## config.mk

```make
export PLATFORM = sky130hd
export DESIGN_NAME = kwdt_top
export DESIGN_NICKNAME = d
export VERILOG_FILES = /design/src/rtl/kwdt_pkg.sv /design/src/rtl/kwdt_regs.sv /design/src/rtl/kwdt_count.sv /design/src/rtl/kwdt_top.sv
export SDC_FILE = /design/constraint.sdc
export NUM_CORES = 1
export LEC_CHECK = 0
export ABC_AREA = 0
export ABC_CLOCK_PERIOD_IN_PS = 6200
export BUFFER_PORTS_ARGS = -buffer_cell sky130_fd_sc_hd__buf_4
export CAP_MARGIN = 20
export CORE_AREA = 3 3 114 116
export DETAILED_ROUTE_END_ITERATION = 6
export DIE_AREA = 0 0 117 119
export PLACE_DENSITY = 0.76
export SLEW_MARGIN = 20
export SYNTH_ARGS = -nofsm -noshare
export SYNTH_HDL_FRONTEND = slang
export SYNTH_SLANG_ARGS = --single-unit
export TNS_END_PERCENT = 10
```

## constraint.sdc

```tcl
create_clock -name clk -period 6.2 [get_ports clk]
set_input_delay 0.31 -clock clk [delete_from_list [all_inputs] [get_ports clk]]
set_output_delay 0.31 -clock clk [all_outputs]
set_load 0.005 [all_outputs]
```

## src/rtl/kwdt_pkg.sv

```systemverilog
package kwdt_pkg;
    localparam int PS_W    = 5;
    localparam int CS_W    = 2;
    localparam int NSRC    = 1 << CS_W;
    localparam int PRE_DIV = 32;
    localparam int PRE_W   = $clog2(PRE_DIV);
    localparam int CNT_W   = 1 << PS_W;
    localparam int ADDR_W  = 5;
    localparam int DATA_W  = 32;

    localparam logic [15:0] KEEP_KEY = 16'h5743;

    localparam int B_EN   = 15;
    localparam int B_PS   = 8;
    localparam int B_CS   = 6;
    localparam int B_WIN  = 0;
    localparam int B_FLAG = 2;

    typedef enum logic [2:0] {
        RG_CTRL = 3'd0,
        RG_CCLR = 3'd1,
        RG_CSET = 3'd2,
        RG_RSV3 = 3'd3,
        RG_STAT = 3'd4,
        RG_SCLR = 3'd5,
        RG_SSET = 3'd6,
        RG_RSV7 = 3'd7
    } reg_e;

    typedef struct packed {
        logic            en;
        logic            win;
        logic [PS_W-1:0] ps;
        logic [CS_W-1:0] cs;
    } ctrl_t;

    // flags: [2]=timeout, [1]=sleep, [0]=idle
    typedef logic [2:0] flags_t;

    function automatic logic [CNT_W:0] term_of(input logic [PS_W-1:0] ps);
        return (CNT_W+1)'(1) << ps;
    endfunction

    function automatic logic [CNT_W:0] open_of(input logic [PS_W-1:0] ps);
        return term_of(ps) - (term_of(ps) >> 2);
    endfunction
endpackage

```

## src/rtl/kwdt_regs.sv

```systemverilog
module kwdt_regs
    import kwdt_pkg::*;
(
    input  logic                   clk,
    input  logic                   rst,
    input  logic [CS_W-1:0]        cfg_clksel,
    input  logic [PS_W-1:0]        cfg_postsc,
    input  logic                   bus_sel,
    input  logic                   bus_we,
    input  logic [ADDR_W-1:0]      bus_addr,
    input  logic [3:0]             bus_be,
    input  logic [DATA_W-1:0]      bus_wdata,
    input  logic                   evt,
    input  logic                   sys_idle,
    input  logic                   sys_sleep,
    output ctrl_t                  ctrl,
    output flags_t                 flags,
    output logic                   key_hit,
    output logic [DATA_W-1:0]      rdata
);
    reg_e   rsel;
    logic   wr;
    flags_t flags_nxt;
    ctrl_t  ctrl_nxt;
    flags_t wflags;
    logic   wdata_unused;

    assign rsel   = reg_e'(bus_addr[4:2]);
    assign wr     = bus_sel && bus_we && (bus_addr[1:0] == 2'b00);
    assign wflags = bus_wdata[B_FLAG+2:B_FLAG];
    assign key_hit = wr && (rsel == RG_CTRL) && (bus_be == 4'b1100)
                     && (bus_wdata[31:16] == KEEP_KEY);
    assign wdata_unused = ^{bus_wdata[14:5], bus_wdata[1]};

    always_comb begin
        ctrl_nxt  = ctrl;
        flags_nxt = flags;
        if (wr) begin
            case (rsel)
                RG_CTRL: begin
                    if (bus_be[1]) ctrl_nxt.en  = bus_wdata[B_EN];
                    if (bus_be[0]) ctrl_nxt.win = bus_wdata[B_WIN];
                end
                RG_CSET: begin
                    if (bus_wdata[B_EN])  ctrl_nxt.en  = 1'b1;
                    if (bus_wdata[B_WIN]) ctrl_nxt.win = 1'b1;
                end
                RG_CCLR: begin
                    if (bus_wdata[B_EN])  ctrl_nxt.en  = 1'b0;
                    if (bus_wdata[B_WIN]) ctrl_nxt.win = 1'b0;
                end
                RG_STAT: flags_nxt = wflags;
                RG_SSET: flags_nxt = flags | wflags;
                RG_SCLR: flags_nxt = flags & ~wflags;
                default: ;
            endcase
        end
        if (evt) begin
            flags_nxt[2] = 1'b1;
            if (sys_sleep) flags_nxt[1] = 1'b1;
            if (sys_idle)  flags_nxt[0] = 1'b1;
        end
    end

    always_ff @(posedge clk) begin
        if (rst) begin
            ctrl.en  <= 1'b0;
            ctrl.win <= 1'b0;
            ctrl.ps  <= cfg_postsc;
            ctrl.cs  <= cfg_clksel;
            flags    <= '0;
        end else begin
            ctrl  <= ctrl_nxt;
            flags <= flags_nxt;
        end
    end

    always_comb begin
        rdata = '0;
        case (rsel)
            RG_CTRL: begin
                rdata[B_EN]             = ctrl.en;
                rdata[B_PS+PS_W-1:B_PS] = ctrl.ps;
                rdata[B_CS+CS_W-1:B_CS] = ctrl.cs;
                rdata[B_WIN]            = ctrl.win;
            end
            RG_STAT: rdata[B_FLAG+2:B_FLAG] = flags;
            default: ;
        endcase
    end

    AST_CFG_HOLD: assert property (@(posedge clk) disable iff (rst)
        !rst |=> $stable(ctrl.ps) && $stable(ctrl.cs));
    AST_FLAG_ON_EVT: assert property (@(posedge clk) disable iff (rst)
        evt |=> flags[2]);
endmodule

```

## src/rtl/kwdt_count.sv

```systemverilog
module kwdt_count
    import kwdt_pkg::*;
(
    input  logic            clk,
    input  logic            rst,
    input  ctrl_t           ctrl,
    input  logic [NSRC-1:0] src_tick,
    input  logic            key_hit,
    output logic            evt
);
    logic [PRE_W-1:0] presc;
    logic [CNT_W-1:0] post_cnt;
    logic             sel_tick, pre_last, wrap, early;
    logic [CNT_W:0]   term;

    assign term     = term_of(ctrl.ps);
    assign sel_tick = src_tick[ctrl.cs];
    assign pre_last = (presc == PRE_W'(PRE_DIV - 1));
    assign wrap     = ctrl.en && sel_tick && pre_last
                      && ({1'b0, post_cnt} == (term - (CNT_W+1)'(1)));
    assign early    = key_hit && ctrl.en && ctrl.win
                      && ({1'b0, post_cnt} < open_of(ctrl.ps));
    assign evt      = (wrap && !key_hit) || early;

    always_ff @(posedge clk) begin
        if (rst || key_hit || wrap) begin
            presc    <= '0;
            post_cnt <= '0;
        end else if (ctrl.en && sel_tick) begin
            presc <= pre_last ? '0 : presc + 1'b1;
            if (pre_last) post_cnt <= post_cnt + 1'b1;
        end
    end

    AST_HOLD_WHEN_OFF: assert property (@(posedge clk) disable iff (rst)
        !ctrl.en && !key_hit |=> $stable(post_cnt) && $stable(presc));
    AST_BELOW_TERM: assert property (@(posedge clk) disable iff (rst)
        {1'b0, post_cnt} < term);
    AST_KEY_RESTART: assert property (@(posedge clk) disable iff (rst)
        key_hit |=> (post_cnt == '0) && (presc == '0));
    AST_NO_EVT_OFF: assert property (@(posedge clk) disable iff (rst)
        !ctrl.en |-> !evt);
endmodule

```

## src/rtl/kwdt_top.sv

```systemverilog
module kwdt_top
    import kwdt_pkg::*;
(
    input  logic              clk,
    input  logic              rst,
    input  logic [1:0]        cfg_clksel,
    input  logic [4:0]        cfg_postsc,
    input  logic [3:0]        src_tick,
    input  logic              sys_idle,
    input  logic              sys_sleep,
    input  logic              bus_sel,
    input  logic              bus_we,
    input  logic [4:0]        bus_addr,
    input  logic [3:0]        bus_be,
    input  logic [31:0]       bus_wdata,
    output logic [31:0]       bus_rdata,
    output logic              wdt_rst_req
);
    ctrl_t  ctrl;
    flags_t flags;
    logic   key_hit;
    logic   evt;

    kwdt_regs u_regs (
        .clk(clk), .rst(rst),
        .cfg_clksel(cfg_clksel), .cfg_postsc(cfg_postsc),
        .bus_sel(bus_sel), .bus_we(bus_we), .bus_addr(bus_addr),
        .bus_be(bus_be), .bus_wdata(bus_wdata),
        .evt(evt), .sys_idle(sys_idle), .sys_sleep(sys_sleep),
        .ctrl(ctrl), .flags(flags), .key_hit(key_hit), .rdata(bus_rdata)
    );

    kwdt_count u_count (
        .clk(clk), .rst(rst), .ctrl(ctrl), .src_tick(src_tick),
        .key_hit(key_hit), .evt(evt)
    );

    always_ff @(posedge clk) begin
        if (rst) wdt_rst_req <= 1'b0;
        else     wdt_rst_req <= evt;
    end

    AST_REQ_FLAGGED: assert property (@(posedge clk) disable iff (rst)
        wdt_rst_req |-> flags[2]);
    AST_REQ_NEEDS_EN: assert property (@(posedge clk) disable iff (rst)
        $rose(wdt_rst_req) |-> $past(ctrl.en));
endmodule

```

==> flow_summary.toml <==
[detailed_routing]
antenna_left = 0
avgRoutedWirePerCell_um = 15.9
viasPerCell = 5.98
dr.first_iter.drc_count = 525
via_count = 6212
wirelength_mm = 16.5
drc_errors = 0
first_pass_iters = 5

[timing]
post-route-period-util_pct = 87.7
max_slew_margin_pct = 34.8
finalSetupViolCount = 0
period_needed_ns = 5.44
finalMaxSlewViolations = 0
worst_pin_slew_ns = 0.978
hold_viol = 0
skew_ns = 0.0112
rsz0062_at_grt = "false"
clock.fmax_ghz = 0.184
tns_ns = 0
hold_ws_ns = 0.190

[setup_path]
critPathRequiredTime_ns = 6.43
startpoint_type = "flip-flop"
end_kind = "flip-flop"
arrival_ns = 5.67
crit_path_start = "u_regs.ctrl[2]$_DFFE_PP_"
rr_worst_depth = 19
r2r_setup_slack_ns = 0.76
r2r-start = "u_regs.ctrl[2]$_DFFE_PP_"
crit_fanout = 11
r2r-end = "u_regs.flags[1]$_SDFF_PP0_"
critical_path.most_common_cell = "a21oi_1"
crit_type = "reg2reg"
cp_slowest_cell = "edfxtp_1"
endpoint = "u_regs.flags[1]$_SDFF_PP0_"
path_cells = "inv_1 -> nor3_1 -> nand2_1 -> ha_1 -> and3_1 -> a211o_1 -> a311o_1 -> a221oi_1 -> o31ai_1 -> a21oi_1 -> xor2_1 -> ha_1 -> and4_1 -> a221oi_1 -> o211ai_1 -> a21oi_1 -> a311oi_1 -> nand2b_1 -> a21oi_1"
critPathMaxStageDelay_ns = 0.66

[min_path]
hp-class = "in2reg"
min-delay-start = "cfg_postsc[0]"
whs_path_depth = 1

[synth]
synth_edf_count = 7
yosys_warnings = 0
ys_types = 80
synthCells = 849
synthFlopType = "dfxtp_1"
ys_seq_area_share_pct = 16.1
synth_top_cell_by_area = "dfxtp_1"
synthTopCellsByArea = "dfxtp_1 13%, ha_1 12%, nor2_4 5.4%"
yosysTopAreaCellShare_pct = 13.0
synth_seq_cells = 50
syn_area_um2 = 6640
synthArstFlopShare_pct = 0
syn_avg_cell_area_um2 = 7.82

[clock_network]
cts_tree = "done"
htree_levels = 2
cts_buffers = 5
cts.hold.buffers_added = 0
ctsResizeCount = 0
clock_path_buffers = 2
clk_pin_slew_ns = 0.07
cts_root_buf = "clkbuf_16"
cts.sinks = 50
post_cts_buffers = 0
clk_latency_ns = 0.30

[final_layout]
num_antenna_cells = 0
layout_common_cells = "81 x nand2_1, 72 x buf_4, 65 x ha_1"
n_fill_cell = 1124
drive_gt1_share_pct = 15.1
nNetsFinal = 1015
layout_commonest_cell = "nand2_1"
finalInstanceArea_um2 = 7190
syn_to_final_growth_pct = 8.20

[grt]
grtUsageMet3_pct = 2.18
met2_usage_pct = 38.1
grt_max_degree = 30
overflow = 0
use_met1_pct = 33.3
grt_util_all_layers_pct = 23.8
grt_pass1_wl_mm = 27.4
antenna_found_initial = 0
grt_busiest_layer = "met2"
grt_pass1_vias = 5811

[power_and_ir_drop]
max-vdd-ir-drop_mv = 0.269
power_density_nw_per_um2 = 154
p_leak_uw = 0.00325

[die]
dieHeight_um = 119
die_area_um2 = 13900
initial_utilization_pct = 55.3
die_w_um = 117
rows = 40
fp.coreArea_um2 = 12000
pin_count = 91

[place]
gp_congestion = 0.917
place.port_buffers = 59
hpwlAfterDp_mm = 13.3
dpl_cell_area_um2 = 7030

[flow_run]
drv_cap = 0

[status]
status = "finished, final reports clean"
-- synthesized netlist by cell type, types with 5 or more instances --
cell / number
or2_2: 6
buf_4: 24
xor2_1: 32
a31oi_1: 9
nand2_1: 81
nor2b_1: 11
buf_6: 6
nand3_1: 38
o21ai_0: 44
nand4_1: 16
and4_1: 8
nor4_1: 7
ha_1: 65
nor4bb_1: 6
a211oi_1: 7
a21oi_1: 55
inv_1: 46
and3_1: 25
buf_2: 10
nand2b_1: 7
o211ai_1: 9
xnor2_1: 34
clkbuf_1: 11
dfxtp_1: 43
nor2_1: 46
nor2_4: 32
mux2i_1: 8
edfxtp_1: 7
or3_1: 5
a21o_1: 16
and2_1: 16
xnor3_1: 5
nor3_1: 20
-- power breakdown --
part	total (µW)	switching (µW)	internal, µW
Clock	284	130	154
Combinational	479	274	206
Sequential	343	9.77	333
-- cell type report --
cell class / instances / area (µm²) / share of cell area (%)
well taps: 147 / 184 / 2.56
inverters: 48 / 180 / 2.51
repair buffers: 72 / 541 / 7.52
clock buffers: 5 / 125 / 1.74
multi-input cells: 714 / 5060 / 70.4
flip-flops and latches: 50 / 1070 / 14.9
clock inverters: 3 / 28.8 / 0.400
-- metal layers --
metal | share of wire [%] | wire, µm
met1 | 46 | 7580
met2 | 45 | 7380
met3 | 6.5 | 1080
met4 | 3.1 | 507
met5 | 0 | 0
-- worst max-delay path, delay by kind of cell, from the launching register on --
family | cells | cell delay [ns]
AO/OA/AOI/OAI | 10 | 2.37
XOR/XNOR | 1 | 0.25
adder cells (fa/ha/maj) | 2 | 0.65
buffers and inverters | 1 | 0.18
flip-flops | 1 | 0.66
AND/OR/NAND/NOR | 5 | 1.27
-- how the worst min path moves through the flow --
stage	endpoint	slack, ns
after floorplan	u_regs.flags[0]$_SDFF_PP0_	0.38
after global placement	u_count.presc[4]$_SDFFE_PP0P_	0.45
after detailed placement	u_count.presc[4]$_SDFFE_PP0P_	0.46
after CTS	u_regs.ctrl[0]$_DFFE_PP_	0.19
after global routing	u_regs.ctrl[0]$_DFFE_PP_	0.18
final	u_regs.ctrl[2]$_DFFE_PP_	0.19
-- state kept, by name, indices dropped and copies added (netlist names) --
register,cells
u_count.post_cnt,32
u_count.presc,5
u_regs.ctrl,9
u_regs.flags,3
wdt_rst_req,1
-- per-stage QoR --
| stage | worst slack, ns | total power (µW) | cells | utilization [%] |
|---|---|---|---|---|
| after CTS | 0.786 | 1100 | 1039 | 59.8 |
| after floorplan | 1.56 | 717 | 868 | - |
| after global placement | 0.899 | 814 | 1031 | 58.5 |
| after global routing | 0.265 | 1180 | 1039 | 59.8 |
| final | 0.760 | 1110 | 1039 | 59.8 |
| after detailed placement | 0.831 | 819 | 1031 | 58.5 |
-- logic make-up after synthesis --
kind of cell | after synthesis | synth area share (%)
xor+xnor | 71 | 10.4
simple gates | 348 | 30.9
mux | 9 | 1.54
buf+inv | 104 | 8.84
compound gates | 200 | 19.6
flops | 50 | 16.1
fa+ha+maj | 66 | 12.5
other cells | 1 | 0.0565
Note: power is estimated with default switching activity, not from simulation.
